## config.mk

```make
export PLATFORM = sky130hd
export DESIGN_NAME = pwr_hs_monitor
export DESIGN_NICKNAME = d
export VERILOG_FILES = /design/src/rtl/pwr_hs_pkg.sv /design/src/rtl/pwr_hs_edge.sv /design/src/rtl/pwr_hs_rules.sv /design/src/rtl/pwr_hs_phase.sv /design/src/rtl/pwr_hs_monitor.sv
export SDC_FILE = /design/constraint.sdc
export NUM_CORES = 1
export LEC_CHECK = 0
export BUFFER_PORTS_ARGS = -buffer_cell sky130_fd_sc_hd__buf_4
export CORE_MARGIN = 4
export CORE_UTILIZATION = 55
export CTS_CLUSTER_SIZE = 8
export DETAILED_ROUTE_END_ITERATION = 8
export PLACE_DENSITY = 0.81
export SKIP_LAST_GASP = 1
export SYNTH_ARGS = -nofsm -noshare
export SYNTH_HDL_FRONTEND = slang
export SYNTH_SLANG_ARGS = --single-unit
```

## constraint.sdc

```tcl
create_clock -name clk -period 3 [get_ports clk]
set_input_delay 0.6 -clock clk [delete_from_list [all_inputs] [get_ports clk]]
set_output_delay 0.6 -clock clk [all_outputs]
set_load 0.05 [all_outputs]
```

## src/rtl/pwr_hs_pkg.sv

```systemverilog
package pwr_hs_pkg;

  localparam int NRULES = 8;

  // Flag bit positions, the bit map given in the requirements
  localparam int RULE_REQ_UP = 0;
  localparam int RULE_REQ_DN = 1;
  localparam int RULE_LVL    = 2;
  localparam int RULE_ACK_UP = 3;
  localparam int RULE_ACK_DN = 4;
  localparam int RULE_NAK_UP = 5;
  localparam int RULE_NAK_DN = 6;
  localparam int RULE_BOTH   = 7;

  typedef enum logic [2:0] {
    PH_IDLE  = 3'd0,
    PH_REQ   = 3'd1,
    PH_ACC   = 3'd2,
    PH_DONE  = 3'd3,
    PH_DEN   = 3'd4,
    PH_CONT  = 3'd5,
    PH_FAULT = 3'd6
  } phase_e;

  typedef struct packed {
    logic req;
    logic ack;
    logic nak;
  } hs_bits_t;

endpackage

```

## src/rtl/pwr_hs_edge.sv

```systemverilog
module pwr_hs_edge
  import pwr_hs_pkg::*;
#(
  parameter int LVL_W = 4
) (
  input  logic             clk,
  input  logic             rst,
  input  hs_bits_t         cur_i,
  input  logic [LVL_W-1:0] lvl_i,
  output hs_bits_t         prev_o,
  output logic             lvl_chg_o
);

  hs_bits_t         prev_q;
  logic [LVL_W-1:0] lvl_q;

  // During reset the history tracks the inputs, so the first sample after
  // reset is judged against a meaningful predecessor.
  always_ff @(posedge clk) begin
    if (rst) begin
      prev_q <= cur_i;
      lvl_q  <= lvl_i;
    end else begin
      prev_q <= cur_i;
      lvl_q  <= lvl_i;
    end
  end

  assign prev_o    = prev_q;
  assign lvl_chg_o = (lvl_i != lvl_q);

endmodule

```

## src/rtl/pwr_hs_rules.sv

```systemverilog
module pwr_hs_rules
  import pwr_hs_pkg::*;
(
  input  logic              clk,
  input  logic              rst,
  input  logic              clr_i,
  input  hs_bits_t          cur_i,
  input  hs_bits_t          prev_i,
  input  logic              lvl_chg_i,
  output logic [NRULES-1:0] err_o
);

  logic [NRULES-1:0] viol;
  logic [NRULES-1:0] err_q;
  logic req_up, req_dn, ack_up, ack_dn, nak_up, nak_dn;
  logic all_low_prev, refuse_hold_prev;

  always_comb begin
    req_up = cur_i.req & ~prev_i.req;
    req_dn = ~cur_i.req & prev_i.req;
    ack_up = cur_i.ack & ~prev_i.ack;
    ack_dn = ~cur_i.ack & prev_i.ack;
    nak_up = cur_i.nak & ~prev_i.nak;
    nak_dn = ~cur_i.nak & prev_i.nak;

    all_low_prev     = ~(prev_i.req | prev_i.ack | prev_i.nak);
    refuse_hold_prev = prev_i.req & prev_i.nak & ~prev_i.ack;

    viol              = '0;
    viol[RULE_REQ_UP] = req_up & (prev_i.ack | prev_i.nak);
    viol[RULE_REQ_DN] = req_dn & ~(prev_i.ack ^ prev_i.nak);
    viol[RULE_LVL]    = lvl_chg_i & ~(all_low_prev | refuse_hold_prev);
    viol[RULE_ACK_UP] = ack_up & ~(prev_i.req & ~prev_i.nak);
    viol[RULE_ACK_DN] = ack_dn & ~(~prev_i.req & ~prev_i.nak);
    viol[RULE_NAK_UP] = nak_up & ~(prev_i.req & ~prev_i.ack);
    viol[RULE_NAK_DN] = nak_dn & ~(~prev_i.req & ~prev_i.ack);
    viol[RULE_BOTH]   = cur_i.ack & cur_i.nak;
  end

  // One sticky flag per rule; a fresh breach outranks the clear.
  for (genvar i = 0; i < NRULES; i++) begin : g_flag
    always_ff @(posedge clk) begin
      if (rst)          err_q[i] <= 1'b0;
      else if (viol[i]) err_q[i] <= 1'b1;
      else if (clr_i)   err_q[i] <= 1'b0;
    end
  end

  assign err_o = err_q;

endmodule

```

## src/rtl/pwr_hs_phase.sv

```systemverilog
module pwr_hs_phase
  import pwr_hs_pkg::*;
#(
  parameter int CNT_W = 16
) (
  input  logic             clk,
  input  logic             rst,
  input  hs_bits_t         cur_i,
  output logic [2:0]       phase_o,
  output logic [CNT_W-1:0] acc_cnt_o,
  output logic [CNT_W-1:0] den_cnt_o
);

  localparam int NCNT = 2;

  phase_e            ph_q, ph_d;
  logic [NCNT-1:0]   bump;
  logic [CNT_W-1:0]  cnt_q [NCNT];

  always_comb begin
    ph_d = ph_q;
    bump = '0;
    if (cur_i.ack && cur_i.nak) begin
      ph_d = PH_FAULT;
    end else begin
      unique case (ph_q)
        PH_IDLE:  if (cur_i.req && !cur_i.ack && !cur_i.nak) ph_d = PH_REQ;
        PH_REQ: begin
          if (cur_i.ack)      ph_d = PH_ACC;
          else if (cur_i.nak) ph_d = PH_DEN;
          else if (!cur_i.req) ph_d = PH_IDLE;
        end
        PH_ACC:   if (!cur_i.req) ph_d = PH_DONE;
        PH_DONE:  if (!cur_i.ack) begin ph_d = PH_IDLE; bump[0] = 1'b1; end
        PH_DEN:   if (!cur_i.req) ph_d = PH_CONT;
        PH_CONT:  if (!cur_i.nak) begin ph_d = PH_IDLE; bump[1] = 1'b1; end
        PH_FAULT: if (!cur_i.req && !cur_i.ack && !cur_i.nak) ph_d = PH_IDLE;
        default:  ph_d = PH_IDLE;
      endcase
    end
  end

  always_ff @(posedge clk) begin
    if (rst) ph_q <= PH_IDLE;
    else     ph_q <= ph_d;
  end

  for (genvar c = 0; c < NCNT; c++) begin : g_cnt
    always_ff @(posedge clk) begin
      if (rst)          cnt_q[c] <= '0;
      else if (bump[c]) cnt_q[c] <= cnt_q[c] + 1'b1;
    end
  end

  assign phase_o   = ph_q;
  assign acc_cnt_o = cnt_q[0];
  assign den_cnt_o = cnt_q[1];

endmodule

```

## src/rtl/pwr_hs_monitor.sv

```systemverilog
module pwr_hs_monitor
  import pwr_hs_pkg::*;
#(
  parameter int LVL_W = 4,
  parameter int CNT_W = 16
) (
  input  logic              clk,
  input  logic              rst,
  input  logic              hs_req_i,
  input  logic [LVL_W-1:0]  hs_lvl_i,
  input  logic              hs_ack_i,
  input  logic              hs_nak_i,
  input  logic              err_clr_i,
  output logic [NRULES-1:0] rule_err_o,
  output logic [2:0]        phase_o,
  output logic [CNT_W-1:0]  acc_cnt_o,
  output logic [CNT_W-1:0]  den_cnt_o
);

  hs_bits_t cur, prev;
  logic     lvl_chg;

  assign cur = '{req: hs_req_i, ack: hs_ack_i, nak: hs_nak_i};

  pwr_hs_edge #(.LVL_W(LVL_W)) u_edge (
    .clk       (clk),
    .rst       (rst),
    .cur_i     (cur),
    .lvl_i     (hs_lvl_i),
    .prev_o    (prev),
    .lvl_chg_o (lvl_chg)
  );

  pwr_hs_rules u_rules (
    .clk       (clk),
    .rst       (rst),
    .clr_i     (err_clr_i),
    .cur_i     (cur),
    .prev_i    (prev),
    .lvl_chg_i (lvl_chg),
    .err_o     (rule_err_o)
  );

  pwr_hs_phase #(.CNT_W(CNT_W)) u_phase (
    .clk       (clk),
    .rst       (rst),
    .cur_i     (cur),
    .phase_o   (phase_o),
    .acc_cnt_o (acc_cnt_o),
    .den_cnt_o (den_cnt_o)
  );

endmodule

```

After elaboration in Yosys (flattened, before gate mapping)
Memory sizes are Yosys's and may differ from the RTL's.
Index checks and enable logic that the tools add are counted.
- memory bits (writable): 32
- input port bits: 10
- bits in registers: 18
- memories kept: 1
- output and inout port bits: 43
- memories (memory ; words ; bits a word ; read ports ; clocked after Yosys merged registers in ; write ports ; line ; text):
    u_phase.cnt_q ; 2 ; 16 ; 2 ; 0 ; 2 ; pwr_hs_phase.sv:18 ; logic [CNT_W-1:0] cnt_q [NCNT];
- add/subtract/negate cells: 2
- reduce and logical (&&, ||, !) cells: 20
- eq/ne operators: 21
- multiplexer cells: 35
- bitwise gates (word level): 40
- operator list (operator ; count):
    16-bit by 1-bit adder with 16-bit output (second input constant) ; 2
    16-bit two-way mux ; 2
    3-bit two-way mux ; 10
    1-bit two-way mux ; 21
    3-bit one-hot mux with 7 select lines ; 1
    1-bit bitwise AND ; 20
    2-bit nonzero test ; 8
    7-bit AND reduction ; 2
    1-bit inverter ; 13
    3-bit by 2-bit inequality test with 1-bit output (second input constant) ; 4
    3-bit == test (second input constant) ; 3
    2-bit inequality test (second input constant) ; 4
    3-bit by 2-bit == test with 1-bit output (second input constant) ; 2
    3-bit by 1-bit inequality test with 1-bit output (second input constant) ; 2
    1-bit OR ; 6
    1-bit logical AND ; 5
    5-bit by 4-bit inequality test with 1-bit output (second input constant) ; 1
    2-bit by 1-bit inequality test with 1-bit output (second input constant) ; 2
    4-bit inequality test ; 1
    4-bit inequality test (second input constant) ; 1
    3-bit by 1-bit == test with 1-bit output (second input constant) ; 1
    1-bit logical NOT ; 3
    3-bit logical NOT ; 1
    2-bit two-way mux ; 1
    2 further kinds ; 2

Longest topological paths before layout
- word-level depth: 7
- gate-level depth with buffers: 6
- mapped depth without buffers: 5

Cells and area by module
A second synthesis with hierarchy kept.
- cell total of the unflattened synthesis: 227
- area total of the unflattened synthesis: 2567.5 µm²
- by module, submodules not included (module ; instances ; area an instance (µm²) ; cells an instance):
    pwr_hs_phase ; 1 ; 2054.5 ; 177
    pwr_hs_rules ; 1 ; 331.6 ; 38
    pwr_hs_edge ; 1 ; 181.4 ; 12

Least setup slack after synthesis
Ideal clock, no wire load.
- path kind: reg-to-reg
- start point: memory u_phase.cnt_q[1][0]
- end point: memory u_phase.cnt_q[1][12], data pin
- setup slack: 1060 ps
- clock period less this slack: 1940 ps
- cell stages (with the launch flop): 6
- buffers on the path: 0
- required time: 2743 ps
- data arrival time: 1683 ps
- cells stage by stage: edfxtp_1 ha_1 nand4_1 nor4_1 xnor2_1 nor2_1
- RTL lines (element ; line):
    start: declaration ; pwr_hs_phase.sv:18

==> out/summary.txt <==
Worst-skew pair later-pin latency: 0.30 ns
Nets: 301
Buf+Inv Stages, Crit Path: 0
Total gr overflow: 0
Drt pass-1 iters: 4
Mapped Avg Cell Area: 10.3 sq um
Relative slew slack: 0.447
Global-route wire length before repair: 7800 um
CTS tree: yes
Most common cell after layout, fill and taps aside: buf_4
Period Utilization, post-route: 0.621
Cells taking the most area after synthesis: edfxtp_1, dfxtp_1, xnor2_1, nor2_1, nand2_1
Post-synthesis cell area: 2440 sq um
Post-DRT Antenna Nets: 0
Iter 0 DRT Violations: 126
RSZ-0062 raised after global routing: false
Slowest CP cell: edfxtp_1
Top FF cell, synth: edfxtp_1
Pre-CTS WS: 0.942 ns
CP Class: flip-flop to flip-flop
Vias: 1869
WL met3: 253 um
Post-synthesis sequential area ratio: 0.541
Worst EP required: 3.03 ns
Tightest Hold Check Type: input port to flip-flop
Antenna violations before repair: 0
Final Max Slew Viols: 0
Initial Util: 0.589
Yosys warnings: 0
Floorplan core area: 4140 sq um
Number of enable flip-flop cells after synthesis: 32
Top sig layer: met4
Hold Slack: 0.406 ns
Post CTS Setup Buffer Count: 0
DRT Wirelength: 4850 um
Post-DP HPWL: 3430 um
Area Overhead vs Synth: 20.2%
DP Area: 2850 sq um
Max FO, Critical Path: 6
Gr usage total: 0.183
Mapped Nets: 250
Highest Clock Rate: 0.537 GHz
CTS Hold Bufs: 0
Fin area: 2940 sq um
Total negative slack: 0 ns
H-tree depth: 2
Ratio of cells with drive above 1 in the final layout: 0.228
DR WL/cell: 14.3 um
Post-synth top area share: 0.393
Total CTS buffers: 5
Skew final: 0.0134 ns
Status: complete, no violations
WP data arrival: 1.89 ns
Synth Area in Compound Gates: 0.0774
Synthesis-stage register bit count: 50
Yosys cell types: 44
Die Span Y: 74.6 um
Mux contribution to synthesized area: 0.00871
Number of global-route vias before repair: 1643
Worst Setup Slack, final: 1.14 ns
Largest family of logic cells by synthesized area: simple AND/OR/NAND/NOR gates
# DRC: 0
CTS sink count: 50
Cells after Synth: 237
Met1 WL: 2240 um
Worst path cell trace: ha_1 -> nand4_1 -> nor4_1 -> xnor2_1 -> nor2_1
Rows: 23
Critical Path Sink Type: flip-flop
Clock Root Buffer: clkbuf_8
Antenna Cells: 0
CTS resizes: 0
Leakage Power: 1.11 nW
XOR/XNOR Fraction of Synth Area: 0.0897
Min cycle time layout: 1.86 ns
Worst vdd ir: 0.348 mV
GP Congestion: 0.784
Pwr/cell area: 476 nW/um^2
Largest net degree at the start of global routing: 18
Simple-gate share of the synthesized area: 0.233
Synth area leader: edfxtp_1
Worst slew pin tran: 0.829 ns
Fill cells: 337
PortBufs: 52
Max-cap check violation count: 0
Synth Area in Adders: 0.0154
DR vias/cell: 5.51
Final setup fails: 0
Commonest cells after routing, fill and taps aside: buf_4, nor2_1, edfxtp_1
CP delay by family, top: simple AND/OR/NAND/NOR gates
Final Hold Vio Count: 0
Maximum buffer depth of the clock tree: 2
Total I/O pin count: 53
Post-synth ARST share: 0
Detail Route met2 WL: 2320 um
Chip width: 74.6 um
Critical path startpoint category: flip-flop
Clock transition at path regs: 0.10 ns
Die area: 5570 sq um
Slowest stage delay, CP: 0.45 ns
-- per-layer routing --
layer	track usage	vias up
met3	0.0467	4
met1	0.254	878
li1	-	944
met5	0	-
met4	0.0514	0
met2	0.286	43
-- power breakdown --
group          leakage, nW  internal, mW  switching (mW)
registers            0.480         0.762          0.0360
logic                0.588        0.0698           0.144
clock network       0.0461         0.166           0.220
-- worst paths after layout --
kind | startpoint | endpoint | slack (ns) | cells after the start
setup / recovery | u_phase.cnt_q[1][0] | u_phase.cnt_q[1][12] | 1.14 | 5
hold / removal | hs_lvl_i[3] | u_edge.lvl_q[3] | 0.41 | 1
setup reg to reg | u_phase.cnt_q[1][0] | u_phase.cnt_q[1][12] | 1.14 | 5
hold reg to reg | u_rules.err_o[2] | u_rules.err_o[2] | 0.45 | 2
-- Yosys cell counts, drive strengths merged, types with 2 or more instances --
cell type   n
nor2       36
edfxtp     32
xnor2      20
dfxtp      18
nand2      17
a21oi      11
inv        11
nand3      11
nand4       8
o21ai       8
nor4        7
buf         6
nor3        6
or3         6
xor2        5
ha          3
nand2b      3
a211o       2
a211oi      2
a221oi      2
a22oi       2
and2        2
clkbuf      2
nand4bb     2
nor2b       2
or2         2
-- sequential cells by signal (all words and copies together), names as in the netlist --
| register | flops |
|---|---|
| u_phase.phase_o | 3 |
| u_edge.lvl_q | 4 |
| u_phase.cnt_q | 32 |
| u_edge.prev_o | 3 |
| u_rules.err_o | 8 |
-- worst reg2reg max path: stages, from the launching register on --
cell and delay, ns:
edfxtp_1 0.45, ha_1 0.25, nand4_1 0.25, nor4_1 0.44
xnor2_1 0.17, nor2_1 0.05
-- cells by family (layout without fill, tap and decap cells) --
logic type                 count (synthesis)  in the layout
xor gates and xnor gates                  25             25
muxes                                      2              2
adders and majority gates                  3              3
AOI/OAI and AO/OA                         30             30
DFF                                       50             50
buffers and inverters                     19             71
and+or+nand+nor                          108            108
-- metrics by stage --
step,utilization,instances,power (mW)
after floorplan,-,237,0.959
after global placement,0.688,331,1.02
after detailed placement,0.688,331,1.03
after CTS,0.709,339,1.41
after global routing,0.709,339,1.45
final,0.709,339,1.40
-- cell type report --
cell class,count,area [sq um],share of cell area
inverter,11,41.3,0.0141
tap,50,62.6,0.0213
timing repair buffer,52,390,0.133
multi-input combinational,168,1040,0.353
clock inverter,2,12.5,0.00426
clock buffer,6,72.6,0.0247
sequential,50,1320,0.450
No activity file was read; power rests on OpenSTA's default activity.
